<file path="src/rtl/alu_pkg.sv">
package alu_pkg;

   typedef enum logic [4:0] {
      OP_ADD  = 5'd0,
      OP_ADC  = 5'd1,
      OP_SUB  = 5'd2,
      OP_SBC  = 5'd3,
      OP_CMP  = 5'd4,
      OP_CMPC = 5'd5,
      OP_INC  = 5'd6,
      OP_DEC  = 5'd7,
      OP_AND  = 5'd8,
      OP_OR   = 5'd9,
      OP_XOR  = 5'd10,
      OP_COM  = 5'd11,
      OP_NEG  = 5'd12,
      OP_SWAP = 5'd13,
      OP_LSR  = 5'd14,
      OP_ASR  = 5'd15,
      OP_ROR  = 5'd16
   } alu_op_e;

   localparam int FLAG_W = 6;
   localparam int FC = 0;
   localparam int FZ = 1;
   localparam int FN = 2;
   localparam int FV = 3;
   localparam int FS = 4;
   localparam int FH = 5;

   typedef enum logic [2:0] {
      LG_AND  = 3'd0,
      LG_OR   = 3'd1,
      LG_XOR  = 3'd2,
      LG_NOT  = 3'd3,
      LG_SWAP = 3'd4
   } logic_sel_e;

   typedef enum logic [1:0] {
      SH_LOG = 2'd0,
      SH_ARI = 2'd1,
      SH_ROT = 2'd2
   } shift_sel_e;

endpackage

</file>
<file path="src/rtl/alu_addsub.sv">
module alu_addsub #(
   parameter int DATA_W = 8,
   parameter int H_BIT  = 3,
   parameter bit RIPPLE = 1'b0
) (
   input  logic [DATA_W-1:0] x_in,
   input  logic [DATA_W-1:0] y_in,
   input  logic              sub_en,
   input  logic              cin_en,
   input  logic              cin_flag,
   output logic [DATA_W-1:0] sum_out,
   output logic              carry_out,
   output logic              half_out,
   output logic              ovf_out
);
   localparam int LOW_W = H_BIT + 1;

   if (H_BIT < 0 || H_BIT >= DATA_W - 1) begin : g_bad_hbit
      $error("alu_addsub: H_BIT must lie below the top bit");
   end

   logic [DATA_W-1:0] y_eff;
   logic              c0;
   logic              c_raw;
   logic              h_raw;

   // subtraction is x + ~y + ~borrow_in; addition is x + y + carry_in
   assign y_eff = sub_en ? ~y_in : y_in;
   assign c0    = sub_en ^ (cin_en & cin_flag);

   if (RIPPLE) begin : g_ripple
      logic [DATA_W:0] ch;
      assign ch[0] = c0;
      for (genvar i = 0; i < DATA_W; i++) begin : g_bit
         assign sum_out[i] = x_in[i] ^ y_eff[i] ^ ch[i];
         assign ch[i+1]    = (x_in[i] & y_eff[i]) | ((x_in[i] ^ y_eff[i]) & ch[i]);
      end
      assign c_raw = ch[DATA_W];
      assign h_raw = ch[LOW_W];
   end else begin : g_flat
      assign {c_raw, sum_out} = {1'b0, x_in} + {1'b0, y_eff} + {{DATA_W{1'b0}}, c0};
      // carry into bit LOW_W recovered from the sum bit
      assign h_raw = x_in[LOW_W] ^ y_eff[LOW_W] ^ sum_out[LOW_W];
   end

   assign carry_out = c_raw ^ sub_en;
   assign half_out  = h_raw ^ sub_en;
   assign ovf_out   = (x_in[DATA_W-1] == y_eff[DATA_W-1]) &&
                      (sum_out[DATA_W-1] != x_in[DATA_W-1]);
endmodule

</file>
<file path="src/rtl/alu_logic.sv">
module alu_logic
   import alu_pkg::*;
#(
   parameter int DATA_W = 8
) (
   input  logic [DATA_W-1:0] a_in,
   input  logic [DATA_W-1:0] b_in,
   input  logic_sel_e        sel,
   output logic [DATA_W-1:0] res_out
);
   localparam int HALF = DATA_W / 2;

   if (DATA_W % 2 != 0) begin : g_bad_width
      $error("alu_logic: DATA_W must be even for the nibble exchange");
   end

   always_comb begin
      case (sel)
         LG_AND:  res_out = a_in & b_in;
         LG_OR:   res_out = a_in | b_in;
         LG_XOR:  res_out = a_in ^ b_in;
         LG_NOT:  res_out = ~a_in;
         LG_SWAP: res_out = {a_in[HALF-1:0], a_in[DATA_W-1:HALF]};
         default: res_out = a_in;
      endcase
   end
endmodule

</file>
<file path="src/rtl/alu_shift.sv">
module alu_shift
   import alu_pkg::*;
#(
   parameter int DATA_W = 8
) (
   input  logic [DATA_W-1:0] a_in,
   input  logic              cin_flag,
   input  shift_sel_e        sel,
   output logic [DATA_W-1:0] res_out,
   output logic              out_bit
);
   localparam int MSB = DATA_W - 1;

   logic fill;

   always_comb begin
      case (sel)
         SH_LOG:  fill = 1'b0;
         SH_ARI:  fill = a_in[MSB];
         default: fill = cin_flag;
      endcase
   end

   assign res_out = {fill, a_in[MSB:1]};
   assign out_bit = a_in[0];
endmodule

</file>
<file path="src/rtl/flag_alu.sv">
module flag_alu
   import alu_pkg::*;
#(
   parameter int DATA_W = 8,
   parameter int H_BIT  = 3,
   parameter bit RIPPLE = 1'b0
) (
   input  logic              clk,
   input  logic              rst_n,
   input  logic [DATA_W-1:0] a_in,
   input  logic [DATA_W-1:0] b_in,
   input  logic [4:0]        op_sel,
   input  logic              flag_we,
   output logic [DATA_W-1:0] result,
   output logic              res_wr,
   output logic [FLAG_W-1:0] flag_q
);
   localparam int MSB = DATA_W - 1;
   localparam logic [DATA_W-1:0] ONE = {{(DATA_W-1){1'b0}}, 1'b1};

   if (DATA_W < 4 || DATA_W % 2 != 0) begin : g_bad_width
      $error("flag_alu: DATA_W must be even and at least 4");
   end

   alu_op_e op;
   assign op = alu_op_e'(op_sel);

   // ---------------- operand routing to the shared adder ----------------
   logic [DATA_W-1:0] as_x, as_y, as_sum;
   logic              as_sub, as_cin_en, as_c, as_h, as_v;

   always_comb begin
      as_x      = a_in;
      as_y      = b_in;
      as_sub    = 1'b0;
      as_cin_en = 1'b0;
      case (op)
         OP_ADC:          as_cin_en = 1'b1;
         OP_SUB, OP_CMP:  as_sub    = 1'b1;
         OP_SBC, OP_CMPC: begin
            as_sub    = 1'b1;
            as_cin_en = 1'b1;
         end
         OP_INC:          as_y = ONE;
         OP_DEC: begin
            as_y   = ONE;
            as_sub = 1'b1;
         end
         OP_NEG: begin
            as_x   = '0;
            as_y   = a_in;
            as_sub = 1'b1;
         end
         default: ;
      endcase
   end

   alu_addsub #(.DATA_W(DATA_W), .H_BIT(H_BIT), .RIPPLE(RIPPLE)) u_addsub (
      .x_in      (as_x),
      .y_in      (as_y),
      .sub_en    (as_sub),
      .cin_en    (as_cin_en),
      .cin_flag  (flag_q[FC]),
      .sum_out   (as_sum),
      .carry_out (as_c),
      .half_out  (as_h),
      .ovf_out   (as_v)
   );

   // ---------------- bitwise unit ----------------
   logic_sel_e        lg_sel;
   logic [DATA_W-1:0] lg_res;

   always_comb begin
      case (op)
         OP_OR:   lg_sel = LG_OR;
         OP_XOR:  lg_sel = LG_XOR;
         OP_COM:  lg_sel = LG_NOT;
         OP_SWAP: lg_sel = LG_SWAP;
         default: lg_sel = LG_AND;
      endcase
   end

   alu_logic #(.DATA_W(DATA_W)) u_logic (
      .a_in    (a_in),
      .b_in    (b_in),
      .sel     (lg_sel),
      .res_out (lg_res)
   );

   // ---------------- right shifter ----------------
   shift_sel_e        sh_sel;
   logic [DATA_W-1:0] sh_res;
   logic              sh_out;

   always_comb begin
      case (op)
         OP_LSR:  sh_sel = SH_LOG;
         OP_ASR:  sh_sel = SH_ARI;
         default: sh_sel = SH_ROT;
      endcase
   end

   alu_shift #(.DATA_W(DATA_W)) u_shift (
      .a_in     (a_in),
      .cin_flag (flag_q[FC]),
      .sel      (sh_sel),
      .res_out  (sh_res),
      .out_bit  (sh_out)
   );

   // ---------------- result select and flag update ----------------
   logic [FLAG_W-1:0] nf;
   logic [DATA_W-1:0] res_c;
   logic              wr_c, upd_nzs, chain_z, res_zero;

   always_comb begin
      nf       = flag_q;
      res_c    = a_in;
      wr_c     = 1'b0;
      upd_nzs  = 1'b0;
      chain_z  = (op == OP_SBC) || (op == OP_CMPC);
      case (op)
         OP_ADD, OP_ADC, OP_SUB, OP_SBC, OP_CMP, OP_CMPC, OP_NEG: begin
            res_c   = as_sum;
            nf[FC]  = as_c;
            nf[FH]  = as_h;
            nf[FV]  = as_v;
            upd_nzs = 1'b1;
            wr_c    = (op != OP_CMP) && (op != OP_CMPC);
         end
         OP_INC, OP_DEC: begin
            res_c   = as_sum;
            nf[FV]  = as_v;
            upd_nzs = 1'b1;
            wr_c    = 1'b1;
         end
         OP_AND, OP_OR, OP_XOR: begin
            res_c   = lg_res;
            nf[FV]  = 1'b0;
            upd_nzs = 1'b1;
            wr_c    = 1'b1;
         end
         OP_COM: begin
            res_c   = lg_res;
            nf[FC]  = 1'b1;
            nf[FV]  = 1'b0;
            upd_nzs = 1'b1;
            wr_c    = 1'b1;
         end
         OP_SWAP: begin
            res_c = lg_res;
            wr_c  = 1'b1;
         end
         OP_LSR, OP_ASR, OP_ROR: begin
            res_c   = sh_res;
            nf[FC]  = sh_out;
            nf[FV]  = sh_res[MSB] ^ sh_out;
            upd_nzs = 1'b1;
            wr_c    = 1'b1;
         end
         default: ;
      endcase
      res_zero = (res_c == '0);
      if (upd_nzs) begin
         nf[FN] = res_c[MSB];
         nf[FZ] = chain_z ? (flag_q[FZ] & res_zero) : res_zero;
         nf[FS] = nf[FN] ^ nf[FV];
      end
   end

   assign result = res_c;
   assign res_wr = wr_c;

   always_ff @(posedge clk or negedge rst_n) begin
      if (!rst_n)       flag_q <= '0;
      else if (flag_we) flag_q <= nf;
   end
endmodule

</file>
<file path="config.mk">
export PLATFORM = sky130hd
export DESIGN_NAME = flag_alu
export DESIGN_NICKNAME = d
export VERILOG_FILES = /design/src/rtl/alu_pkg.sv /design/src/rtl/alu_addsub.sv /design/src/rtl/alu_logic.sv /design/src/rtl/alu_shift.sv /design/src/rtl/flag_alu.sv
export SDC_FILE = /design/constraint.sdc
export NUM_CORES = 1
export LEC_CHECK = 0
export ABC_CLOCK_PERIOD_IN_PS = 3290
export BUFFER_PORTS_ARGS = -buffer_cell sky130_fd_sc_hd__buf_4
export CAP_MARGIN = 20
export CORE_ASPECT_RATIO = 0.6
export CORE_MARGIN = 2
export CORE_UTILIZATION = 52
export CTS_CLUSTER_DIAMETER = 60
export DETAILED_ROUTE_END_ITERATION = 12
export PLACE_DENSITY = 0.78
export SETUP_SLACK_MARGIN = 0.2
export SLEW_MARGIN = 10
export SYNTH_ARGS = -nofsm -noshare
export SYNTH_HDL_FRONTEND = slang
export SYNTH_SLANG_ARGS = --single-unit
</file>
<file path="constraint.sdc">
create_clock -name clk -period 3.29 [get_ports clk]
set_clock_uncertainty 0.15 [all_clocks]
set_input_delay 0.1645 -clock clk [delete_from_list [all_inputs] [get_ports clk]]
set_output_delay 0.1645 -clock clk [all_outputs]
set_load 0.01 [all_outputs]
</file>
======== After elaboration in Yosys (flattened, before gate mapping) ========
Index checks and enable logic that the tools add are counted.
cells by class
  muxes and demuxes ....................... 15
  $add $sub $neg .......................... 2
  equality and inequality tests ........... 25
  shifts and indexed selects .............. 0
  bitwise operators ....................... 14
  reductions and logical operators ........ 21
  div/mod/pow operators ................... 0
  multipliers ............................. 0
  magnitude comparators ................... 0
operators with widths
  cell                                                                    count
  5-bit by 4-bit equality test with 1-bit output (second input constant)  8
  8-bit one-hot mux with 5 select lines                                   1
  8-bit one-hot mux with 3 select lines                                   1
  5-bit by 3-bit equality test with 1-bit output (second input constant)  4
  8-bit 2-to-1 mux                                                        2
  8-bit NOT                                                               2
  8-bit one-hot mux with 2 select lines                                   1
  16-bit OR reduction                                                     1
  3-bit one-hot mux with 4 select lines                                   1
  5-bit by 2-bit equality test with 1-bit output (second input constant)  2
  5-bit by 3-bit != test with 1-bit output (second input constant)        2
  10-bit OR reduction                                                     1
  8-bit by 8-bit adder with 9-bit output                                  1
  9-bit by 1-bit adder with 9-bit output                                  1
  9-bit OR reduction                                                      1
  8-bit bitwise AND                                                       1
  8-bit zero test                                                         1
  8-bit OR                                                                1
  8-bit bitwise XOR                                                       1
  7-bit OR reduction                                                      1
  1-bit bitwise XOR                                                       7
  3-bit by 2-bit equality test with 1-bit output (second input constant)  2
  1-bit one-hot mux with 3 select lines                                   2
  2-bit AND reduction                                                     3
  22 further kinds                                                        29
storage, ports and cells
  RAM bits ................................ 0
  input bits .............................. 24
  bits in read-only memories .............. 0
  output and inout bits ................... 15
  memories kept ........................... 0
  latch bits .............................. 0
  flip-flop bits (word level) ............. 6

======== Logic depth before layout (Yosys ltp) ========
  depth after elaboration ................. 11
  gate-level depth with buffers ........... 18

======== Hierarchy ========
A second synthesis with hierarchy kept.
second synthesis, totals
  cells, all modules ...................... 348
  area total of the unflattened synthesis .. 2,414.8 um^2
modules (own cells, without submodules)
  module      instances  cells an instance  area an instance (um^2)
  flag_alu    1          175                1,174.9
  alu_logic   1          104                686.9
  alu_addsub  1          57                 473.0
  alu_shift   1          12                 80.1

======== Least setup slack after synthesis ========
OpenSTA, ideal clock, no wires.
  kind .................................... input to register
  start point ............................. input port op_sel[1]
  end point ............................... register flag_q[1]
  setup time .............................. 0.104 ns
  arrival ................................. 3.858 ns
  stages on the path ...................... 18
  buffers on the path ..................... 1
  slack ................................... -0.822 ns
  cell sequence ........................... or3b_1 > buf_4 > nor2_1 > mux2i_1 > o21ai_0 > a22oi_1 > o22ai_1 > a22oi_1 > fa_1 > inv_1 > fa_1 > nor2b_1 > o21ai_0 > nand2b_1 > xor2_1 > a221o_1 > or4_1 > o41ai_2
between the ends
  longest elaborated chain between the ends .. 11
  elaborated cells between the ends (all ways) .. 52
ends and longest elaborated chain
  what                                            line                             RTL
  from (decl)                                     flag_alu.sv:12                   input logic [4:0] op_sel,
  5-bit by 3-bit equality test with 1-bit output  flag_alu.sv:37, flag_alu.sv:123
  2-bit OR reduction (no source line)             --
  8-bit one-hot mux with 2 select lines           flag_alu.sv:37                   case (op)
  8-bit NOT                                       alu_addsub.sv:28                 assign y_eff = sub_en ? ~y_in : y_in;
  8-bit 2-to-1 mux                                alu_addsub.sv:28
  8-bit by 8-bit adder with 9-bit output          alu_addsub.sv:41                 assign {c_raw, sum_out} = {1'b0, x_in} + {1'b0, y_eff} + {{DATA_W{1'b0}}, c0};
  9-bit by 1-bit adder with 9-bit output          alu_addsub.sv:41
  8-bit one-hot mux with 3 select lines (*)       flag_alu.sv:123                  case (op)
  via result[4]                                   flag_alu.sv:14                   output logic [DATA_W-1:0] result,
  8-bit zero test (*)                             flag_alu.sv:164                  res_zero = (res_c == '0);
  1-bit bitwise AND                               flag_alu.sv:167                  nf[FZ] = chain_z ? (flag_q[FZ] & res_zero) : res_zero;
  1-bit 2-to-1 mux (*)                            flag_alu.sv:167
  to (signal assigned)                            flag_alu.sv:177                  else if (flag_we) flag_q <= nf;
  to (decl)                                       flag_alu.sv:16                   output logic [FLAG_W-1:0] flag_q
The timed path passes the listed nets; every way through them passes the cells marked *.
A chain may end at the register's enable or synchronous reset.

======== Worst setup path after layout ========
  start point ............................. input port op_sel[1]
  end point ............................... register flag_q[1]
between the ends
  longest elaborated chain between the ends .. 11
  elaborated cells between the ends (all ways) .. 52
ends and longest elaborated chain
  what                                            line
  5-bit by 3-bit equality test with 1-bit output  flag_alu.sv:37, flag_alu.sv:123
  2-bit OR reduction (no source line)             --
  8-bit one-hot mux with 2 select lines           flag_alu.sv:37
  8-bit NOT                                       alu_addsub.sv:28
  8-bit 2-to-1 mux                                alu_addsub.sv:28
  8-bit by 8-bit adder with 9-bit output          alu_addsub.sv:41
  9-bit by 1-bit adder with 9-bit output          alu_addsub.sv:41
  8-bit one-hot mux with 3 select lines           flag_alu.sv:123
  8-bit zero test                                 flag_alu.sv:164
  1-bit bitwise AND                               flag_alu.sv:167
  1-bit 2-to-1 mux                                flag_alu.sv:167
Parallel ways exist; a longest one is shown, timed or not.

==> flow_summary.toml <==
[logic_synthesis]
ys_ff_latch = 6
synth_xor_area_share_pct = 6.723
synth-edff-count = 0
ys.flop_type = "dfrtp_1"
yosysTopAreaCellShare_pct = 13.81
synth_cells = 295
synth_fp_nets = 344
synth_top_cell_by_area = "ha_1"
syn_area_um2 = 2084
synth-simple-area-share_pct = 25.33
ys_seq_area_share_pct = 7.203
synth_top_family_by_area = "compound AO/OA/AOI/OAI gates"
synth_area_leaders = "ha_1, dfrtp_1, a21oi_1, o21ai_0, inv_1"
avgSynthCellArea_um2 = 7.066
synth-compound-area-share_pct = 33.91
synth_adder_area_share_pct = 15.73
ys_async_sr_fraction_pct = 100.0
yosysWarnings = 0
muxShareOfSynthArea_pct = 2.041
ys_types = 63

[power]
pwr_density_cell_nw_per_um2 = 301.3
ir_drop_mv = 0.1604
leakagePower_nw = 1.516
power_mw = 0.9602

[grt]
grt_pass1_vias = 2660
grt_max_degree = 29
gr-total-overflow = 0
grt_usage_pct = 37.10
grt_pass1_wl_um = 12990
antenna_found_initial = 0

[clocking]
cts-root-buf = "clkbuf_8"
insertion_delay_ns = 0.23
cts_made_buffers = 3
cts_sinks = 6
cts_tree = "yes"
htreeDepth = 1
ctsLongestPathBuffers = 2
cts.clk_slew.worst_paths_ns = 0.04

[route]
ant_nets = 0
drt_iter0_markers = 619
viasPerCell = 7.180
drc = 3
drtPass1Iterations = 12
post_drt_wl_per_cell_um = 21.96
vias = 3109
routed_wl_um = 9509

[critical_path]
critPathLaunchType = "input port"
cp.arrival_ns = 3.78
path_max_fanout = 2
cp.required_ns = 3.27
worstSetupPathType = "in2reg"
worst_setup_path_end_kind = "register"

[timing]
drv_slew = 0
max_slew_margin_pct = 50.58
tightest_slew_ns = 0.7335
final-setup-viol-count = 12
fin_ws_ns = -0.5089
fmax_mhz = 263.2
hold_viol = 0
period_needed_ns = 3.799
rsz0062_at_grt = "yes"
min_period_over_period_pct = 115.5
whs_ns = 0.01949

[floorplanning]
io_pins = 39
core_area_um2 = 3765
start_util_pct = 55.37
num_rows = 17
fp.dieH_um = 53.04
dieArea_um2 = 4547
dieWidth_um = 85.74

[layout]
antenna_cells = 0
nFillCells = 194
drive_above_1_share_pct = 39.64
final_area_um2 = 3187
fin_nets = 437
largestRegisters = "flag_q: 6 flops"
final_cell_mix = "buf_4, inv_1, ha_1, nand2_1, a21oi_1"
layout_commonest_cell = "buf_4"
largest_reg_flops = 6
largest_register = "flag_q"
syn_to_final_growth_pct = 52.88

[run_status]
failed_checks = "design-rule violations, negative setup slack"
outcome = "finished with violations"

[placed_design]
io_buffers = 38
gp_congestion = 1.012
post-place-ws_ns = -0.6729
post-dp-hpwl_um = 5793
place_area_um2 = 2779

[min_path]
hold_path.class = "in2reg"

[job]
maxCapViolations = 0
-- metal layers --
| layer | GRT usage, % | share of wire, % | vias to the layer above | routed length, um |
|---|---|---|---|---|
| met2 | 58.46 | 41 | 345 | 3871 |
| met1 | 49.40 | 37 | 1396 | 3512 |
| met5 | 0 | 0 | - | 0 |
| met4 | 13.76 | 6.4 | 0 | 607 |
| met3 | 9.048 | 16 | 100 | 1517 |
| li1 | - | - | 1268 | - |
-- report_power, final --
part	leakage [nW]	total [mW]	internal, mW	switching [mW]
registers	0.0719	0.108	0.0931	0.0152
clock network	0.0216	0.115	0.0790	0.0357
logic	1.42	0.737	0.369	0.368
-- worst max-delay path, stage by stage --
cell	delay, ns
buf_6	0.09
or3b_4	0.40
nor2_4	0.13
mux2i_2	0.25
o21ai_1	0.12
a22oi_2	0.20
o22ai_4	0.09
a22oi_2	0.20
fa_2	0.46
a222oi_1	0.33
or3b_4	0.43
nand4b_1	0.19
or4_4	0.51
o41ai_2	0.20
-- synth_stat cells (3+ instances only) --
library cell   n
o21ai_0       21
nand3b_1       3
a2bb2oi_1      3
nand2_1       24
nor2_1        23
buf_4          3
buf_2          4
nand3_1        4
o211ai_1       3
nand2b_1       5
a21oi_1       28
xor2_1        10
ha_1          23
xnor2_1        6
a21o_1         4
o22ai_1        6
nor2b_1        6
and3_1         8
inv_1         26
a211o_1        3
a221oi_1       5
clkbuf_1      10
a22oi_1        6
dfrtp_1        6
a211oi_1       3
-- path summary, 6_finish.rpt --
check                      startpoint   endpoint  slack, ns  cells after the start
setup / recovery            op_sel[1]  flag_q[1]      -0.51                     14
hold / removal                flag_we  flag_q[3]       0.02                      2
setup reg to reg            flag_q[0]  flag_q[1]      -0.30                     15
hold reg to reg             flag_q[2]  flag_q[2]       0.36                      2
max in group asynchronous       rst_n  flag_q[4]       2.74                      2
min in group asynchronous       rst_n  flag_q[0]       0.13                      2
-- per-stage QoR --
| step | util (%) | std cells | TNS (ns) |
|---|---|---|---|
| floorplan | - | 295 | -0.5004 |
| global route | 84.65 | 433 | -5.254 |
| finish | 84.65 | 433 | -3.251 |
| detailed placement | 73.81 | 415 | -2.834 |
| CTS | 80.76 | 426 | -1.542 |
| global placement | 73.81 | 415 | -2.163 |
-- logic make-up after synthesis --
family	after synthesis
AND/OR/NAND/NOR	96
multiplexers	4
flip-flops	6
adder cells (fa/ha/maj)	25
AO/OA/AOI/OAI	104
XOR/XNOR	16
buffers and inverters	44
-- what timing repair did --
action	CTS	global route
hold endpoints to repair	6	0
hold buffers	1	0
pin swaps	16	17
setup buffers	7	7
setup endpoints to repair	13	14
resized for setup	36	21
-- area by class of cell --
type | count | area, um^2 | share of cell area [%]
multi-input combinational | 245 | 1949 | 61.17
sequential | 6 | 150.1 | 4.711
timing repair buffer | 106 | 889.6 | 27.92
clock buffer | 3 | 41.29 | 1.296
tap | 47 | 58.81 | 1.845
inverter | 26 | 97.59 | 3.062
No activity file was read; power rests on OpenSTA's default activity.
